--- src/rtl/wstack_pkg.sv ---
package wstack_pkg;
  typedef enum logic [2:0] {
    ST_LOAD,
    ST_IDLE,
    ST_PUSH_HI,
    ST_PUSH_LO,
    ST_POP_LO,
    ST_POP_HI,
    ST_POP_FIN
  } wstk_state_e;
endpackage

--- src/rtl/wstack_rst_sync.sv ---
module wstack_rst_sync #(
  parameter int STAGES = 2
) (
  input  logic clk,
  input  logic rst_n,
  output logic rst_ni
);
  logic [STAGES-1:0] sync_q;

  always_ff @(posedge clk or negedge rst_n) begin
    if (!rst_n) sync_q <= '0;
    else        sync_q <= {sync_q[STAGES-2:0], 1'b1};
  end

  assign rst_ni = sync_q[STAGES-1];
endmodule

--- src/rtl/wstack_addr_gen.sv ---
module wstack_addr_gen #(
  parameter int OFF_W     = 16,
  parameter int SEG_SHIFT = 4,
  parameter int PHYS_W    = 20
) (
  input  logic [OFF_W-1:0]  seg_i,
  input  logic [OFF_W-1:0]  off_i,
  output logic [PHYS_W-1:0] phys_o
);
  localparam int BASE_W = OFF_W + SEG_SHIFT;
  logic [BASE_W-1:0] base;

  assign base   = {seg_i, {SEG_SHIFT{1'b0}}};
  assign phys_o = PHYS_W'(base) + PHYS_W'(off_i);
endmodule

--- src/rtl/wstack_ctrl.sv ---
module wstack_ctrl
  import wstack_pkg::*;
#(
  parameter int BYTE_W = 8,
  parameter int OFF_W  = 16
) (
  input  logic              clk,
  input  logic              rst_ni,
  input  logic [OFF_W-1:0]  init_sp,
  input  logic [OFF_W-1:0]  init_seg,
  input  logic              cmd_push,
  input  logic              cmd_pop,
  input  logic [2*BYTE_W-1:0] push_data,
  input  logic [BYTE_W-1:0] mem_rdata,
  output logic              busy,
  output logic              done,
  output logic [2*BYTE_W-1:0] pop_data,
  output logic [OFF_W-1:0]  sp_out,
  output logic [OFF_W-1:0]  seg_out,
  output logic [OFF_W-1:0]  acc_off,
  output logic              mem_we,
  output logic              mem_re,
  output logic [BYTE_W-1:0] mem_wdata
);
  localparam int DATA_W = 2 * BYTE_W;

  wstk_state_e       state_q, state_d;
  logic [OFF_W-1:0]  sp_q, sp_d, seg_q, seg_d;
  logic [DATA_W-1:0] wdata_q, wdata_d, pop_q, pop_d;
  logic [BYTE_W-1:0] lo_q, lo_d;
  logic              done_q, done_d;

  // next-state and datapath steering
  always_comb begin
    state_d   = state_q;
    sp_d      = sp_q;
    seg_d     = seg_q;
    wdata_d   = wdata_q;
    pop_d     = pop_q;
    lo_d      = lo_q;
    done_d    = 1'b0;
    acc_off   = sp_q;
    mem_we    = 1'b0;
    mem_re    = 1'b0;
    mem_wdata = '0;
    unique case (state_q)
      ST_LOAD: begin
        sp_d    = init_sp;
        seg_d   = init_seg;
        state_d = ST_IDLE;
      end
      ST_IDLE: begin
        if (cmd_push) begin
          wdata_d = push_data;
          state_d = ST_PUSH_HI;
        end else if (cmd_pop) begin
          state_d = ST_POP_LO;
        end
      end
      ST_PUSH_HI: begin
        mem_we    = 1'b1;
        acc_off   = sp_q - OFF_W'(1);
        mem_wdata = wdata_q[DATA_W-1 -: BYTE_W];
        state_d   = ST_PUSH_LO;
      end
      ST_PUSH_LO: begin
        mem_we    = 1'b1;
        acc_off   = sp_q - OFF_W'(2);
        mem_wdata = wdata_q[BYTE_W-1:0];
        sp_d      = sp_q - OFF_W'(2);
        done_d    = 1'b1;
        state_d   = ST_IDLE;
      end
      ST_POP_LO: begin
        mem_re  = 1'b1;
        state_d = ST_POP_HI;
      end
      ST_POP_HI: begin
        mem_re  = 1'b1;
        acc_off = sp_q + OFF_W'(1);
        lo_d    = mem_rdata;
        state_d = ST_POP_FIN;
      end
      ST_POP_FIN: begin
        pop_d   = {mem_rdata, lo_q};
        sp_d    = sp_q + OFF_W'(2);
        done_d  = 1'b1;
        state_d = ST_IDLE;
      end
      default: state_d = ST_IDLE;
    endcase
  end

  // register process
  always_ff @(posedge clk or negedge rst_ni) begin
    if (!rst_ni) begin
      state_q <= ST_LOAD;
      sp_q    <= '0;
      seg_q   <= '0;
      wdata_q <= '0;
      pop_q   <= '0;
      lo_q    <= '0;
      done_q  <= 1'b0;
    end else begin
      state_q <= state_d;
      sp_q    <= sp_d;
      seg_q   <= seg_d;
      wdata_q <= wdata_d;
      pop_q   <= pop_d;
      lo_q    <= lo_d;
      done_q  <= done_d;
    end
  end

  assign busy     = (state_q != ST_IDLE);
  assign done     = done_q;
  assign pop_data = pop_q;
  assign sp_out   = sp_q;
  assign seg_out  = seg_q;


  one_access_chk: assert property (@(posedge clk) disable iff (!rst_ni)
    !(mem_we && mem_re) && !(state_q == ST_IDLE && (mem_we || mem_re)));


  push_sp_chk: assert property (@(posedge clk) disable iff (!rst_ni)
    (state_q == ST_PUSH_LO) |=> (sp_q == $past(sp_q) - OFF_W'(2)) && done_q);


  pop_sp_chk: assert property (@(posedge clk) disable iff (!rst_ni)
    (state_q == ST_POP_FIN) |=> (sp_q == $past(sp_q) + OFF_W'(2)) && done_q);


  done_pulse_chk: assert property (@(posedge clk) disable iff (!rst_ni)
    done_q |=> !done_q);


  hold_sp_chk: assert property (@(posedge clk) disable iff (!rst_ni)
    (state_q == ST_PUSH_HI || state_q == ST_POP_LO || state_q == ST_POP_HI)
      |=> $stable(sp_q) && $stable(seg_q));
endmodule

--- src/rtl/wstack_engine.sv ---
module wstack_engine #(
  parameter int BYTE_W    = 8,
  parameter int OFF_W     = 16,
  parameter int SEG_SHIFT = 4,
  parameter int PHYS_W    = OFF_W + SEG_SHIFT
) (
  input  logic                clk,
  input  logic                rst_n,
  input  logic [OFF_W-1:0]    init_sp,
  input  logic [OFF_W-1:0]    init_seg,
  input  logic                cmd_push,
  input  logic                cmd_pop,
  input  logic [2*BYTE_W-1:0] push_data,
  output logic                busy,
  output logic                done,
  output logic [2*BYTE_W-1:0] pop_data,
  output logic [OFF_W-1:0]    sp_out,
  output logic [PHYS_W-1:0]   mem_addr,
  output logic                mem_we,
  output logic                mem_re,
  output logic [BYTE_W-1:0]   mem_wdata,
  input  logic [BYTE_W-1:0]   mem_rdata
);
  logic             rst_ni;
  logic [OFF_W-1:0] seg_w, off_w;

  wstack_rst_sync #(.STAGES(2)) u_rst (
    .clk    (clk),
    .rst_n  (rst_n),
    .rst_ni (rst_ni)
  );

  wstack_ctrl #(.BYTE_W(BYTE_W), .OFF_W(OFF_W)) u_ctrl (
    .clk       (clk),
    .rst_ni    (rst_ni),
    .init_sp   (init_sp),
    .init_seg  (init_seg),
    .cmd_push  (cmd_push),
    .cmd_pop   (cmd_pop),
    .push_data (push_data),
    .mem_rdata (mem_rdata),
    .busy      (busy),
    .done      (done),
    .pop_data  (pop_data),
    .sp_out    (sp_out),
    .seg_out   (seg_w),
    .acc_off   (off_w),
    .mem_we    (mem_we),
    .mem_re    (mem_re),
    .mem_wdata (mem_wdata)
  );

  wstack_addr_gen #(.OFF_W(OFF_W), .SEG_SHIFT(SEG_SHIFT), .PHYS_W(PHYS_W)) u_addr (
    .seg_i  (seg_w),
    .off_i  (off_w),
    .phys_o (mem_addr)
  );
endmodule

--- config.mk ---
export PLATFORM = sky130hd
export DESIGN_NAME = wstack_engine
export DESIGN_NICKNAME = d
export VERILOG_FILES = /design/src/rtl/wstack_pkg.sv /design/src/rtl/wstack_rst_sync.sv /design/src/rtl/wstack_addr_gen.sv /design/src/rtl/wstack_ctrl.sv /design/src/rtl/wstack_engine.sv
export SDC_FILE = /design/constraint.sdc
export NUM_CORES = 1
export LEC_CHECK = 0
export CAP_MARGIN = 25
export CORE_MARGIN = 10
export CORE_UTILIZATION = 52
export CTS_BUF_LIST = sky130_fd_sc_hd__clkbuf_16
export CTS_CLUSTER_DIAMETER = 150
export DETAILED_ROUTE_END_ITERATION = 12
export GPL_ROUTABILITY_DRIVEN = 0
export PLACE_DENSITY_LB_ADDON = 0.2
export SETUP_SLACK_MARGIN = 0.2
export SLEW_MARGIN = 20
export SYNTH_ARGS = -nofsm -noshare
export SYNTH_HDL_FRONTEND = slang
export SYNTH_SLANG_ARGS = --single-unit
--- constraint.sdc ---
create_clock -name clk -period 8 [get_ports clk]
set_clock_uncertainty 0.1 [all_clocks]
set_input_delay 1.6 -clock clk [delete_from_list [all_inputs] [get_ports clk]]
set_output_delay 1.6 -clock clk [all_outputs]
set_load 0.02 [all_outputs]
Word level (Yosys, flattened, before mapping)
Index checks and enable logic that the tools add are counted.
{"block": "classes", "addsub": 5, "reduce_logical": 6, "muxes": 9, "n_eq_ne": 8}
{"operator": "case mux 16 bit (3 select lines)", "n": 2}
{"operator": "adder 20 x 16 -> 20 bit", "n": 1}
{"operator": "adder 16 x 1 -> 16 bit, second input constant", "n": 1}
{"operator": "adder 16 x 2 -> 16 bit, second input constant", "n": 1}
{"operator": "case mux 8 bit (2 select lines)", "n": 1}
{"operator": "subtractor 16 x 1 -> 16 bit, second input constant", "n": 1}
{"operator": "subtractor 16 x 2 -> 16 bit, second input constant", "n": 1}
{"operator": "case mux 3 bit (4 select lines)", "n": 1}
{"operator": "== test 3 bit, second input constant", "n": 3}
{"operator": "== test 3 x 2 -> 1 bit, second input constant", "n": 2}
{"operator": "2-to-1 mux 3 bit", "n": 2}
{"operator": "OR reduction 2 bit", "n": 3}
{"operator": "== test 3 x 1 -> 1 bit, second input constant", "n": 1}
{"operator": "zero test 3 bit", "n": 1}
{"operator": "2-to-1 mux 1 bit", "n": 3}
{"operator": "!= test 3 x 1 -> 1 bit, second input constant", "n": 1}
{"operator": "!= test 3 bit, second input constant", "n": 1}
{"operator": "nonzero test 3 bit", "n": 1}
{"operator": "AND reduction 2 bit", "n": 1}
{"block": "word_totals", "wordCells": 36, "inputBits": 60, "ff_bits": 78, "output_inout_bits": 64}

Longest topological paths before layout
Gate-level depths: netlist (run 1).
{"block": "depth", "ltp_word": 3, "depth_mapped": 22, "depth_no_buf": 20}

By module
From an unflattened synthesis (run 1), not the netlist that was laid out.
{"block": "hier_totals", "hier_cells": 730, "area_unflattened_um2": 5811.8}
{"mod": "wstack_ctrl", "area_each_um2": 5033.6, "cells_per_inst": 628, "instances": 1}
{"mod": "wstack_addr_gen", "area_each_um2": 724.4, "cells_per_inst": 99, "instances": 1}
{"mod": "wstack_rst_sync", "area_each_um2": 53.8, "cells_per_inst": 3, "instances": 1}

Worst setup path after synthesis (run 1)
No wires, ideal clock.
{"block": "synth_path", "kind": "register to output", "startpoint": "register u_ctrl.state_q[0]", "endpoint": "output mem_addr[19]", "t_required_ps": 6300, "arrival_ps": 4685, "path_stages_with_launch": 22, "slack_ps": 1615, "cell_sequence": "dfrtp_1 -> clkbuf_1 -> nand2_1 -> nor2_1 -> inv_1 -> buf_6 -> ha_1 -> a21oi_1 -> a211oi_1 -> o21a_1 -> o21a_1 -> or3_1 -> o211a_1 -> or3_1 -> ha_1 -> o21ai_0 -> a21boi_0 -> o22ai_1 -> o311ai_0 -> a21o_1 -> nand4_1 -> xnor2_1"}
{"block": "synth_via", "elab_chain_len": 3, "elab_cells_between_ends": 5, "cone_classes": "add/sub (1); eq/ne (3); mux (1)"}
{"item": "from (decl)", "line_no": "wstack_ctrl.sv:27", "rtl": "wstk_state_e state_q, state_d;"}
{"item": "from (signal assigned)", "line_no": "wstack_ctrl.sv:105", "rtl": "state_q <= state_d;"}
{"item": "== test 3 bit or == test 3 x 2 -> 1 bit (tied branches)", "line_no": "wstack_ctrl.sv:46", "rtl": "unique case (state_q)"}
{"item": "case mux 16 bit (3 select lines) (*)", "line_no": "wstack_ctrl.sv:46"}
{"item": "adder 20 x 16 -> 20 bit (*)", "line_no": "wstack_addr_gen.sv:14", "rtl": "assign phys_o = PHYS_W'(base) + PHYS_W'(off_i);"}
{"item": "to (decl)", "line_no": "wstack_engine.sv:18", "rtl": "output logic [PHYS_W-1:0] mem_addr,"}
Mark *: on every way between the ends. The rest lies on a longest branch, timed or not.

Worst setup path after layout (run 1)
{"block": "layout_path", "startpoint": "register u_ctrl.state_q[2]", "endpoint": "output mem_addr[19]"}
The elaborated chain is that of the path after synthesis.

==> flow_summary.ini, run 1 <==
[status]
outcome = finished clean

[floorplanning]
die_w_um = 123
fp-row-count = 37
io_pins = 124
die_y_um = 123
start_util = 0.534
dieArea_um2 = 15100
coreArea_um2 = 10300

[finish]
diodes = 0
nNetsFinal = 886
synthToLayoutAreaGrowth_pct = 30.4
drive_gt1_frac = 0.0814
finalNonFillerCells = 935

[clocking]
clkSinkCount = 78
cts_buffers = 9
cts.root.buffer_cell = clkbuf_16
clock_path_buffers = 2
clock_latency_ns = 0.35
clk_pin_slew_ns = 0.07
cts_tree = done
ctsHoldBuffers = 0
htreeDepth = 3

[place]
post-dp-hpwl_mm = 12.7
dp_cells = 914
io_buffer_count = 123

[routing]
drt-total-wl_mm = 17.3
drc_errors = 0
drt-initial-drc-count = 719
first_pass_iters = 5
wl_per_cell_um = 18.5
ant_nets = 0
drt-vias-per-instance = 5.92
num_vias = 5534

[synth]
syn_area_per_cell_um2 = 8.09
syn_area_um2 = 5510
syn_inst = 681
synth.yosys.warnings = 0
syn-num-nets = 773
ys_async_sr_fraction = 1.00
synthFlopType = dfrtp_1
synth_edf_count = 0
ys_seq_area_frac = 0.354
synth_cell_types = 68
synth-seq-cells = 78

[timing]
maxSlewViolCount = 0
rsz0062_at_grt = no
finalCritPeriodShare = 0.921
fmax_ghz = 0.136
tightest_slew_ns = 0.856
setup-tns-final_ns = 0
fin_crit_ns = 7.37
hold_viol_final = 0
final-setup-viol-count = 0
relSlewSlack = 0.427

[worst_setup_path]
critPathLaunchType = flop
critPathKind = reg -> out
worstPathRequired_ns = 6.30
critPathMaxStageDelay_ns = 0.62
r2r_slack_ns = 4.97
path_buf_inv = 3
startpoint = u_ctrl.state_q[2]$_DFFE_PN0P_
r2r_start = u_ctrl.sp_out[1]$_DFFE_PN0N_
slowest_stage = clkdlybuf4s50_1
path_max_fanout = 6
crit_chain = nand2_1 > nor2_2 > clkinvlp_4 > buf_4 > ha_1 > nand2_1 > o21ai_0 > o21a_1 > o21a_1 > or3_1 > o211a_1 > or3_1 > ha_1 > o21ai_0 > a21boi_0 > o22ai_1 > o311ai_1 > a21o_1 > nand4_1 > xnor2_1 > clkdlybuf4s50_1
arrival_ns = 5.67
r2r-end = u_ctrl.sp_out[13]$_DFFE_PN0N_
cpLargestDelayFamily = compound AO/OA/AOI/OAI gates
r2r_cells = 9
critPathCaptureType = output port

[flow_run]
timing.max_cap.violations = 0

[global_routing]
antenna_found_initial = 0
grt_use_total = 0.227
grt-ovfl-total = 0
grt_max_degree = 45
grt_pass1_vias = 5567
grt_pass1_wl_mm = 27.6

[hold_path]
hp-class = reg -> async
-- worst max path at each step --
stage	end	slack [ns]	cells after the start
6_report	mem_addr[19]	0.63	21
5_1_grt	mem_addr[19]	0.28	20
4_1_cts	mem_addr[19]	0.30	20
3_5_place_dp	mem_addr[19]	0.70	20
3_3_place_gp	mem_addr[19]	0.94	20
2_1_floorplan	mem_addr[19]	1.62	21
-- kinds of logic (layout without fill, tap and decap cells) --
| family | count (synthesis) | count (layout) | share of synthesized area |
|---|---|---|---|
| and+or+nand+nor | 279 | 279 | 0.223 |
| other | 1 | 1 | 0.000681 |
| muxes | 25 | 25 | 0.0490 |
| DFF | 78 | 78 | 0.354 |
| AOI/OAI and AO/OA | 177 | 177 | 0.206 |
| adders and majority gates | 32 | 32 | 0.0754 |
| buffers and inverters | 60 | 178 | 0.0463 |
| xor gates and xnor gates | 29 | 29 | 0.0461 |
-- through the flow --
step,worst slack [ns],utilization,cell area [um2],hold WS (ns)
3_3_place_gp,0.937,0.660,6820,0.238
3_5_place_dp,0.704,0.662,6830,0.254
5_1_grt,0.278,0.696,7190,0.268
4_1_cts,0.302,0.692,7150,0.269
2_1_floorplan,1.62,-,5510,0.231
6_report,0.634,0.696,7190,0.247
-- timing repair --
action,in CTS,in global routing
gates resized for setup,0,3
buffers inserted,0,3
endpoints found under the setup margin,0,3
-- synthesized netlist by cell type (all sizes together), types with 3 or more instances --
library cell  count  area [um2]
o31ai             4        30.0
dfrtp            78        1950
a22oi             9        67.6
nor2b             4        25.0
a2111oi           3        26.3
a31oi             5        31.3
nand4             4        25.0
mux2             16         180
and2              4        25.0
or4               3        26.3
xnor2            22         193
o211ai            4        30.0
o221ai            4        35.0
nor2             54         218
a211oi            5        37.5
a21oi            47         235
xor2              7        61.3
nor3             14        86.3
and3              6        40.0
nor4              4        25.0
o21a             11        82.6
nand3             9        45.0
buf              10        57.6
clkbuf           25         104
nand2b            3        18.8
a21o              4        30.0
a21boi            4        30.0
or3               6        42.5
o22ai             7        43.8
inv              24        90.1
nand2           164         618
mux2i             9        90.1
ha               30         375
o21ai            47         235
o211a             4        40.0
-- layer usage --
layer	track usage	share of wire	vias up	routed length, um
met3	0.0861	0.11	51	1910
li1	-	-	2611	-
met5	0	0	-	0
met2	0.387	0.48	282	8320
met4	0.0781	0.029	0	499
met1	0.254	0.38	2590	6590
-- sequential cells by signal (all words and copies together) (netlist names) --
register and cells:
u_rst.sync_q 2, u_ctrl.pop_data 16, u_ctrl.state_q 3, u_ctrl.wdata_q 16, u_ctrl.done 1, u_ctrl.seg_out 16, u_ctrl.lo_q 8, u_ctrl.sp_out 16
-- layout make-up --
type | instances | area, um2
fill | 824 | 3140
inverter | 25 | 97.6
timing repair inverter | 2 | 10.0
sequential | 78 | 1950
clock buffer | 9 | 225
multi-input combinational | 543 | 3310
clock inverter | 7 | 87.6
timing repair buffer | 135 | 1330
tap | 136 | 170
-- cell usage in the layout, fill, tap and decap left out, types with 11 or more instances in the layout --
master and instances:
nand2_1 163, clkdlybuf4s50_1 123, dfrtp_1 77, nor2_1 50
a21oi_1 47, o21ai_0 47, ha_1 30, inv_1 23
xnor2_1 22, mux2_2 16, o21a_1 11, nor3_1 11
buf_4 11
Power of run 1 is not shown: default switching activity piles up to over one toggle a cycle in this logic, so the estimate is an artifact.
==> run 2: changes to the inputs <==
- CTS_CLUSTER_DIAMETER: 150 -> 50
==> results of run 2 <==
The final DEF is identical to that of run 1; final timing and power are the same.
Power of run 2 is left out for the same reason.
